===== src/rtl/f2i_pkg.sv =====
`timescale 1ns/1ps
package f2i_pkg;
  parameter int EXP_W  = 8;
  parameter int FRAC_W = 23;
  parameter int INT_W  = 32;
  localparam int FP_W    = EXP_W + FRAC_W + 1;
  localparam int BIAS    = (1 << (EXP_W - 1)) - 1;
  localparam int EXP_BIG = BIAS + INT_W;      // saturation threshold
  localparam int EXP_MIN = BIAS - 1;          // smallest exponent on the shift path
  localparam int SH_W    = $clog2(INT_W + 1);

  typedef enum logic [1:0] {
    RND_NEAR = 2'b00,
    RND_UP   = 2'b01,
    RND_DOWN = 2'b10,
    RND_ZERO = 2'b11
  } rnd_e;

  typedef struct packed {
    logic invalid;
    logic inexact;
    logic denorm;
  } flags_t;
endpackage


===== src/rtl/f2i_unpack.sv =====
`timescale 1ns/1ps
module f2i_unpack
  import f2i_pkg::*;
(
  input  logic [FP_W-1:0]  fp_i,
  output logic             sign_o,
  output logic [EXP_W-1:0] exp_o,
  output logic [INT_W-1:0] sig_o,
  output logic             nan_o,
  output logic             zero_o,
  output logic             denorm_o,
  output logic             big_o,
  output logic             tiny_o
);
  localparam int PAD = INT_W - FRAC_W - 2;

  logic [FRAC_W-1:0] frac_w;
  logic              frac_nz;
  logic              exp_nz;
  logic              exp_max;

  assign sign_o  = fp_i[FP_W-1];
  assign exp_o   = fp_i[FP_W-2:FRAC_W];
  assign frac_w  = fp_i[FRAC_W-1:0];
  assign frac_nz = |frac_w;
  assign exp_nz  = |exp_o;
  assign exp_max = &exp_o;

  // hidden bit sits one below the top of the integer-width significand
  assign sig_o    = {1'b0, exp_nz, frac_w, {PAD{1'b0}}};
  assign nan_o    = exp_max & frac_nz;
  assign zero_o   = ~exp_nz & ~frac_nz;
  assign denorm_o = ~exp_nz & frac_nz;
  assign big_o    = 32'(exp_o) >= EXP_BIG;
  assign tiny_o   = 32'(exp_o) < EXP_MIN;
endmodule


===== src/rtl/f2i_round.sv =====
`timescale 1ns/1ps
module f2i_round
  import f2i_pkg::*;
(
  input  logic [INT_W-1:0] sig_i,
  input  logic [EXP_W-1:0] exp_i,
  input  logic             sign_i,
  input  rnd_e             mode_i,
  output logic [INT_W-1:0] whole_o,
  output logic             rem_nz_o,
  output logic             carry_o
);
  localparam int TOP = EXP_BIG - 1;
  localparam logic [INT_W-1:0] HALF = {1'b1, {(INT_W-1){1'b0}}};

  logic [SH_W-1:0]    sh;
  logic [2*INT_W-1:0] wide;
  logic [INT_W-1:0]   rem;
  logic [INT_W-1:0]   incr;
  logic [INT_W-1:0]   sum;

  always_comb begin
    if (32'(exp_i) >= TOP)          sh = '0;
    else if (32'(exp_i) <= EXP_MIN) sh = SH_W'(INT_W);
    else                            sh = SH_W'(TOP - 32'(exp_i));
  end

  // upper half is the integer part, lower half the discarded fraction
  assign wide     = ({sig_i, {INT_W{1'b0}}} << 1) >> sh;
  assign whole_o  = wide[2*INT_W-1:INT_W];
  assign rem      = wide[INT_W-1:0];
  assign rem_nz_o = |rem;

  always_comb begin
    case (mode_i)
      RND_NEAR: incr = whole_o[0] ? HALF : HALF - 1'b1;
      RND_UP:   incr = sign_i ? '0 : '1;
      RND_DOWN: incr = sign_i ? '1 : '0;
      default:  incr = '0;
    endcase
  end

  assign {carry_o, sum} = {1'b0, rem} + {1'b0, incr};
endmodule


===== src/rtl/f2i_select.sv =====
`timescale 1ns/1ps
module f2i_select
  import f2i_pkg::*;
(
  input  logic             signed_i,
  input  logic             sign_i,
  input  logic             nan_i,
  input  logic             zero_i,
  input  logic             denorm_i,
  input  logic             big_i,
  input  logic             tiny_i,
  input  rnd_e             mode_i,
  input  logic [INT_W-1:0] whole_i,
  input  logic             rem_nz_i,
  input  logic             carry_i,
  output logic [INT_W-1:0] res_o,
  output flags_t           flg_o
);
  localparam logic [INT_W-1:0] S_MAX = {1'b0, {(INT_W-1){1'b1}}};
  localparam logic [INT_W-1:0] S_MIN = {1'b1, {(INT_W-1){1'b0}}};
  localparam logic [INT_W-1:0] ONE   = {{(INT_W-1){1'b0}}, 1'b1};

  logic             neg;
  logic [INT_W-1:0] mag;
  logic [INT_W-1:0] lim;

  // an unsigned NaN is handled as positive
  assign neg = sign_i & ~(nan_i & ~signed_i);
  assign lim = neg ? S_MIN : S_MAX;

  always_comb begin
    res_o         = '0;
    mag           = whole_i;
    flg_o.invalid = 1'b0;
    flg_o.inexact = 1'b0;
    flg_o.denorm  = denorm_i;
    if (signed_i && nan_i) begin
      flg_o.invalid = 1'b1;
    end else if (big_i) begin
      flg_o.invalid = 1'b1;
      if (signed_i) res_o = neg ? S_MIN : S_MAX;
      else          res_o = neg ? '0 : '1;
    end else if (!tiny_i) begin
      if (signed_i) begin
        if (carry_i && whole_i != '1) mag = whole_i + ONE;
        if (mag > lim) begin
          mag           = lim;
          flg_o.invalid = 1'b1;
        end else begin
          flg_o.inexact = rem_nz_i;
        end
        res_o = neg ? (~mag + ONE) : mag;
      end else begin
        if (carry_i) begin
          if (whole_i != '1) mag = whole_i + ONE;
          else               flg_o.invalid = 1'b1;
        end
        if (mag != '0 && neg) begin
          flg_o.invalid = 1'b1;
        end else begin
          res_o         = mag;
          flg_o.inexact = rem_nz_i;
        end
      end
    end else if (!zero_i) begin
      flg_o.inexact = 1'b1;
      if (mode_i == RND_UP && !neg) begin
        res_o = ONE;
      end else if (mode_i == RND_DOWN && neg) begin
        if (signed_i) res_o = '1;
        else          flg_o.invalid = 1'b1;
      end
    end
  end
endmodule


===== src/rtl/f2i_conv.sv =====
`timescale 1ns/1ps
module f2i_conv
  import f2i_pkg::*;
#(
  parameter bit OUT_REG = 1'b1
) (
  input  logic             clk,
  input  logic             rst_n,
  input  logic [FP_W-1:0]  fp_in,
  input  logic             to_signed,
  input  logic [1:0]       rnd_mode,
  input  logic             trunc,
  output logic [INT_W-1:0] int_out,
  output logic             flg_invalid,
  output logic             flg_inexact,
  output logic             flg_denorm
);
  logic             sign_w, nan_w, zero_w, denorm_w, big_w, tiny_w;
  logic [EXP_W-1:0] exp_w;
  logic [INT_W-1:0] sig_w, whole_w;
  logic             rem_nz_w, carry_w;
  rnd_e             mode_eff;
  logic [INT_W-1:0] res_c;
  flags_t           flg_c;

  assign mode_eff = trunc ? RND_ZERO : rnd_e'(rnd_mode);

  f2i_unpack u_unpack (
    .fp_i     (fp_in),
    .sign_o   (sign_w),
    .exp_o    (exp_w),
    .sig_o    (sig_w),
    .nan_o    (nan_w),
    .zero_o   (zero_w),
    .denorm_o (denorm_w),
    .big_o    (big_w),
    .tiny_o   (tiny_w)
  );

  f2i_round u_round (
    .sig_i    (sig_w),
    .exp_i    (exp_w),
    .sign_i   (sign_w),
    .mode_i   (mode_eff),
    .whole_o  (whole_w),
    .rem_nz_o (rem_nz_w),
    .carry_o  (carry_w)
  );

  f2i_select u_select (
    .signed_i (to_signed),
    .sign_i   (sign_w),
    .nan_i    (nan_w),
    .zero_i   (zero_w),
    .denorm_i (denorm_w),
    .big_i    (big_w),
    .tiny_i   (tiny_w),
    .mode_i   (mode_eff),
    .whole_i  (whole_w),
    .rem_nz_i (rem_nz_w),
    .carry_i  (carry_w),
    .res_o    (res_c),
    .flg_o    (flg_c)
  );

  generate
    if (OUT_REG) begin : g_reg
      logic [INT_W-1:0] res_q;
      flags_t           flg_q;

      always_ff @(posedge clk or negedge rst_n) begin
        if (!rst_n) begin
          res_q <= '0;
          flg_q <= '0;
        end else begin
          res_q <= res_c;
          flg_q <= flg_c;
        end
      end

      assign int_out     = res_q;
      assign flg_invalid = flg_q.invalid;
      assign flg_inexact = flg_q.inexact;
      assign flg_denorm  = flg_q.denorm;

      AST_REG_TRACK: assert property (@(posedge clk) disable iff (!rst_n)
        $past(rst_n) |-> (int_out == $past(res_c) && flg_q == $past(flg_c)));
    end else begin : g_comb
      assign int_out     = res_c;
      assign flg_invalid = flg_c.invalid;
      assign flg_inexact = flg_c.inexact;
      assign flg_denorm  = flg_c.denorm;
    end
  endgenerate

  AST_ZERO_QUIET: assert property (@(posedge clk) disable iff (!rst_n)
    zero_w |-> (res_c == '0 && flg_c == '0));
  AST_SNAN_INVALID: assert property (@(posedge clk) disable iff (!rst_n)
    (nan_w && to_signed) |-> (res_c == '0 && flg_c.invalid));
  AST_BIG_INVALID: assert property (@(posedge clk) disable iff (!rst_n)
    big_w |-> (flg_c.invalid && !flg_c.inexact));
  AST_UNS_NEG_ZERO: assert property (@(posedge clk) disable iff (!rst_n)
    (!to_signed && sign_w && !nan_w) |-> (res_c == '0));
  AST_DENORM_SMALL: assert property (@(posedge clk) disable iff (!rst_n)
    flg_c.denorm |-> (res_c == '0 || res_c == '1 || res_c == INT_W'(1)));
endmodule


===== config.mk =====
export PLATFORM = sky130hd
export DESIGN_NAME = f2i_conv
export DESIGN_NICKNAME = d
export VERILOG_FILES = /design/src/rtl/f2i_pkg.sv /design/src/rtl/f2i_unpack.sv /design/src/rtl/f2i_round.sv /design/src/rtl/f2i_select.sv /design/src/rtl/f2i_conv.sv
export SDC_FILE = /design/constraint.sdc
export NUM_CORES = 1
export LEC_CHECK = 0
export ABC_AREA = 1
export BUFFER_PORTS_ARGS = -buffer_cell sky130_fd_sc_hd__buf_2
export CORE_ASPECT_RATIO = 0.9
export CORE_MARGIN = 3
export CORE_UTILIZATION = 40
export CTS_CLUSTER_DIAMETER = 50
export DETAILED_ROUTE_END_ITERATION = 6
export PLACE_DENSITY = 0.6
export SYNTH_ARGS = -nofsm -noshare
export SYNTH_HDL_FRONTEND = slang
export SYNTH_SLANG_ARGS = --single-unit

===== constraint.sdc =====
create_clock -name clk -period 0.8 [get_ports clk]
set_input_delay 0.08 -clock clk [delete_from_list [all_inputs] [get_ports clk]]
set_output_delay 0.08 -clock clk [all_outputs]
set_load 0.02 [all_outputs]

==> metrics.txt <==
Distinct cells, synth 55; fin. max-slew vios 0; Least-Margin Pin Slew 531 ps; power share of the sequential group 9.5%; fraction of power consumed by the clock network 8.3%; Vias 13128; chip height 145 um; # DRC 13; First DRT Iteration DRCs 1616; Synthesis Warnings 0; maximum vdd drop 1080 uV; Post-synth ARST share 100%; routed vias/inst 5.52; Setup crit start fp_in[23]; minimum clock period 6570 ps; Yosys top cell area share 24.8%; Power Internal 11400 uW; Starting Density 40.9%; Buffers on Ports 72; TNS Setup -192230 ps; CTS Buffer Depth 2; final period utilization 821%; Area Growth Syn to Fin 76.3%; status finished, violations left; dominant cell by count in the synthesized netlist nand2_1; layout cells sized above 1 44.7%; Post-synth top flop dfrtp_1; Core ar. 20900 sq um; total CTS buffers 5; CTS sink count 35; Final Non-Filler Cells 2379; GRT Residual Overflow 0; Startpoint Class input pin; CP required 960 ps; slowest stage cell, crit path buf_6; Syn Area/Cell 5.41 sq um; worst setup margin -5770 ps; CP max stage delay 280 ps; Leak Pwr 0.00785 uW; Crit Path Class input pin to flop; die width 160 um; combinational power share 82.2%; antenna viol nets, final 0; Slew headroom 64.6%; CTS tree yes; synth cell count leaders nand2_1, nand3_1, nor2_1; synthesized cell area 8550 sq um; max frequency 152 MHz; max_cap viols 0; Placer Congestion 1.04; initial antenna violation count 0; Routed WL 41.4 mm; Die ar. 23200 sq um; Setup crit end kind flop; first-pass GRT wire length 62.1 mm; largest net degree at the start of global routing 38; HPWL after DPL 30.6 mm; vias in the first global route 11929; Rows 50; leading area contributor after synthesis nand2_1; Final Hold Viols 0; overall global routing resource usage 33.0%; Psw 10900 uW; failing checks design-rule violations, negative setup slack; CTS Root Cell clkbuf_16; Area contributors post-synth nand2_1, nand3_1, dfrtp_1; Hold Path Class input pin to async pin; P per Cell Area 1480 nW/um^2; Mapped Cells 1579; Worst path most repeated cell nand2_4; Crit path arrival time 6730 ps; fillers 1713; # IOs 73; Antenna Cells 0; Synth Register Bits 35; nets 2194; register area share after synthesis 10.2%; Post-synth EDFFs 0; endpoints failing setup 70; H-tree levels 2; WL/cell 17.4 um; RSZ-0062 raised after global routing true; Sw Share 48.9%; first drt pass iteration count 7; Cells after DPL 2289; CTS clk-pin slew, worst paths 60 ps; Worst Path Max Fanout 22
==> power by group through the flow <==
stage,Combinational (uW),Clock [uW],Sequential (uW)
after global routing,19600,1920,2150
after global placement,13700,0,2090
after detailed placement,13800,0,2090
after CTS,15800,1850,2120
final,18400,1850,2130
after floorplan,6960,0,2380
==> path summary, 6_finish.rpt <==
check                                        end  slack (ps)  cells past startpoint
max in group asynchronous  int_out[20]$_DFF_PN0_         330                      3
worst max-delay path       int_out[26]$_DFF_PN0_       -5770                     54
worst min-delay path       int_out[25]$_DFF_PN0_         300                      3
min in group clk            flg_denorm$_DFF_PN0_         370                      6
==> sequential cells by signal, summed over array words and instances (netlist names) <==
| name | cells |
|---|---|
| flg_inexact | 1 |
| flg_denorm | 1 |
| flg_invalid | 1 |
| int_out | 32 |
==> repair_timing <==
| item | 4_1_cts | 5_1_grt |
|---|---|---|
| resized for setup | 312 | 182 |
| hold buffers | 1 | 0 |
| setup buffers | 44 | 38 |
| endpoints found under the setup margin | 70 | 70 |
| pin swaps | 81 | 86 |
| hold endpoints to repair | 35 | 0 |
| gates cloned | 2 | 0 |
==> per-stage QoR <==
stage                     total power (uW)  instance area (sq um)  worst slack (ps)  hold slack (ps)  util [%]
after floorplan                       9340                   8720             -5410             -216         -
after global placement               15800                  12300             -6450             47.7      59.0
after detailed placement             15900                  12300             -6570             51.9      59.0
after CTS                            19700                  14000             -5500              305      67.0
after global routing                 23700                  15100             -6050              317      72.1
final                                22300                  15100             -5770              302      72.1
==> kinds of logic after synthesis <==
family | count (synthesis) | share of synthesized area [%]
AO/OA/AOI/OAI | 205 | 13.8
XOR/XNOR | 19 | 1.95
adder cells (fa/ha/maj) | 64 | 9.37
buffers and inverters | 217 | 11.0
flip-flops | 35 | 10.2
other | 1 | 0.0439
AND/OR/NAND/NOR | 1038 | 53.6
==> placed cells by master (no fill, tap or decap), drive strengths merged, types with 9 or more instances in the layout <==
cell type	instances
xor2	9
a21oi	72
ha	64
nand3	221
nand2	578
nor4	16
inv	144
o211ai	11
xnor2	10
nand4	40
buf	568
nor2	154
dfrtp	35
o21ai	93
nor3	16
==> layout make-up <==
| class | count | area [sq um] | area share [%] |
|---|---|---|---|
| tap | 286 | 358 | 2.37 |
| inverter | 147 | 587 | 3.89 |
| multi-input combinational | 1333 | 8340 | 55.4 |
| clock inverter | 3 | 20.0 | 0.133 |
| clock buffer | 5 | 125 | 0.830 |
| sequential | 35 | 876 | 5.81 |
| timing repair buffer | 570 | 4760 | 31.6 |
==> worst max-delay path: cells and delay by family <==
kind / cells / cell delay (ps)
adder cells (fa/ha/maj): 3 / 490
AO/OA/AOI/OAI: 8 / 1280
AND/OR/NAND/NOR: 28 / 3020
buffers and inverters: 15 / 1810
==> layer usage <==
metal / wire length (um) / GRT usage (%)
met2: 18000 / 51.1
met1: 17800 / 46.9
met5: 0 / 0
met4: 914 / 6.76
met3: 4720 / 8.05
Power figures use the tool's default switching activity.
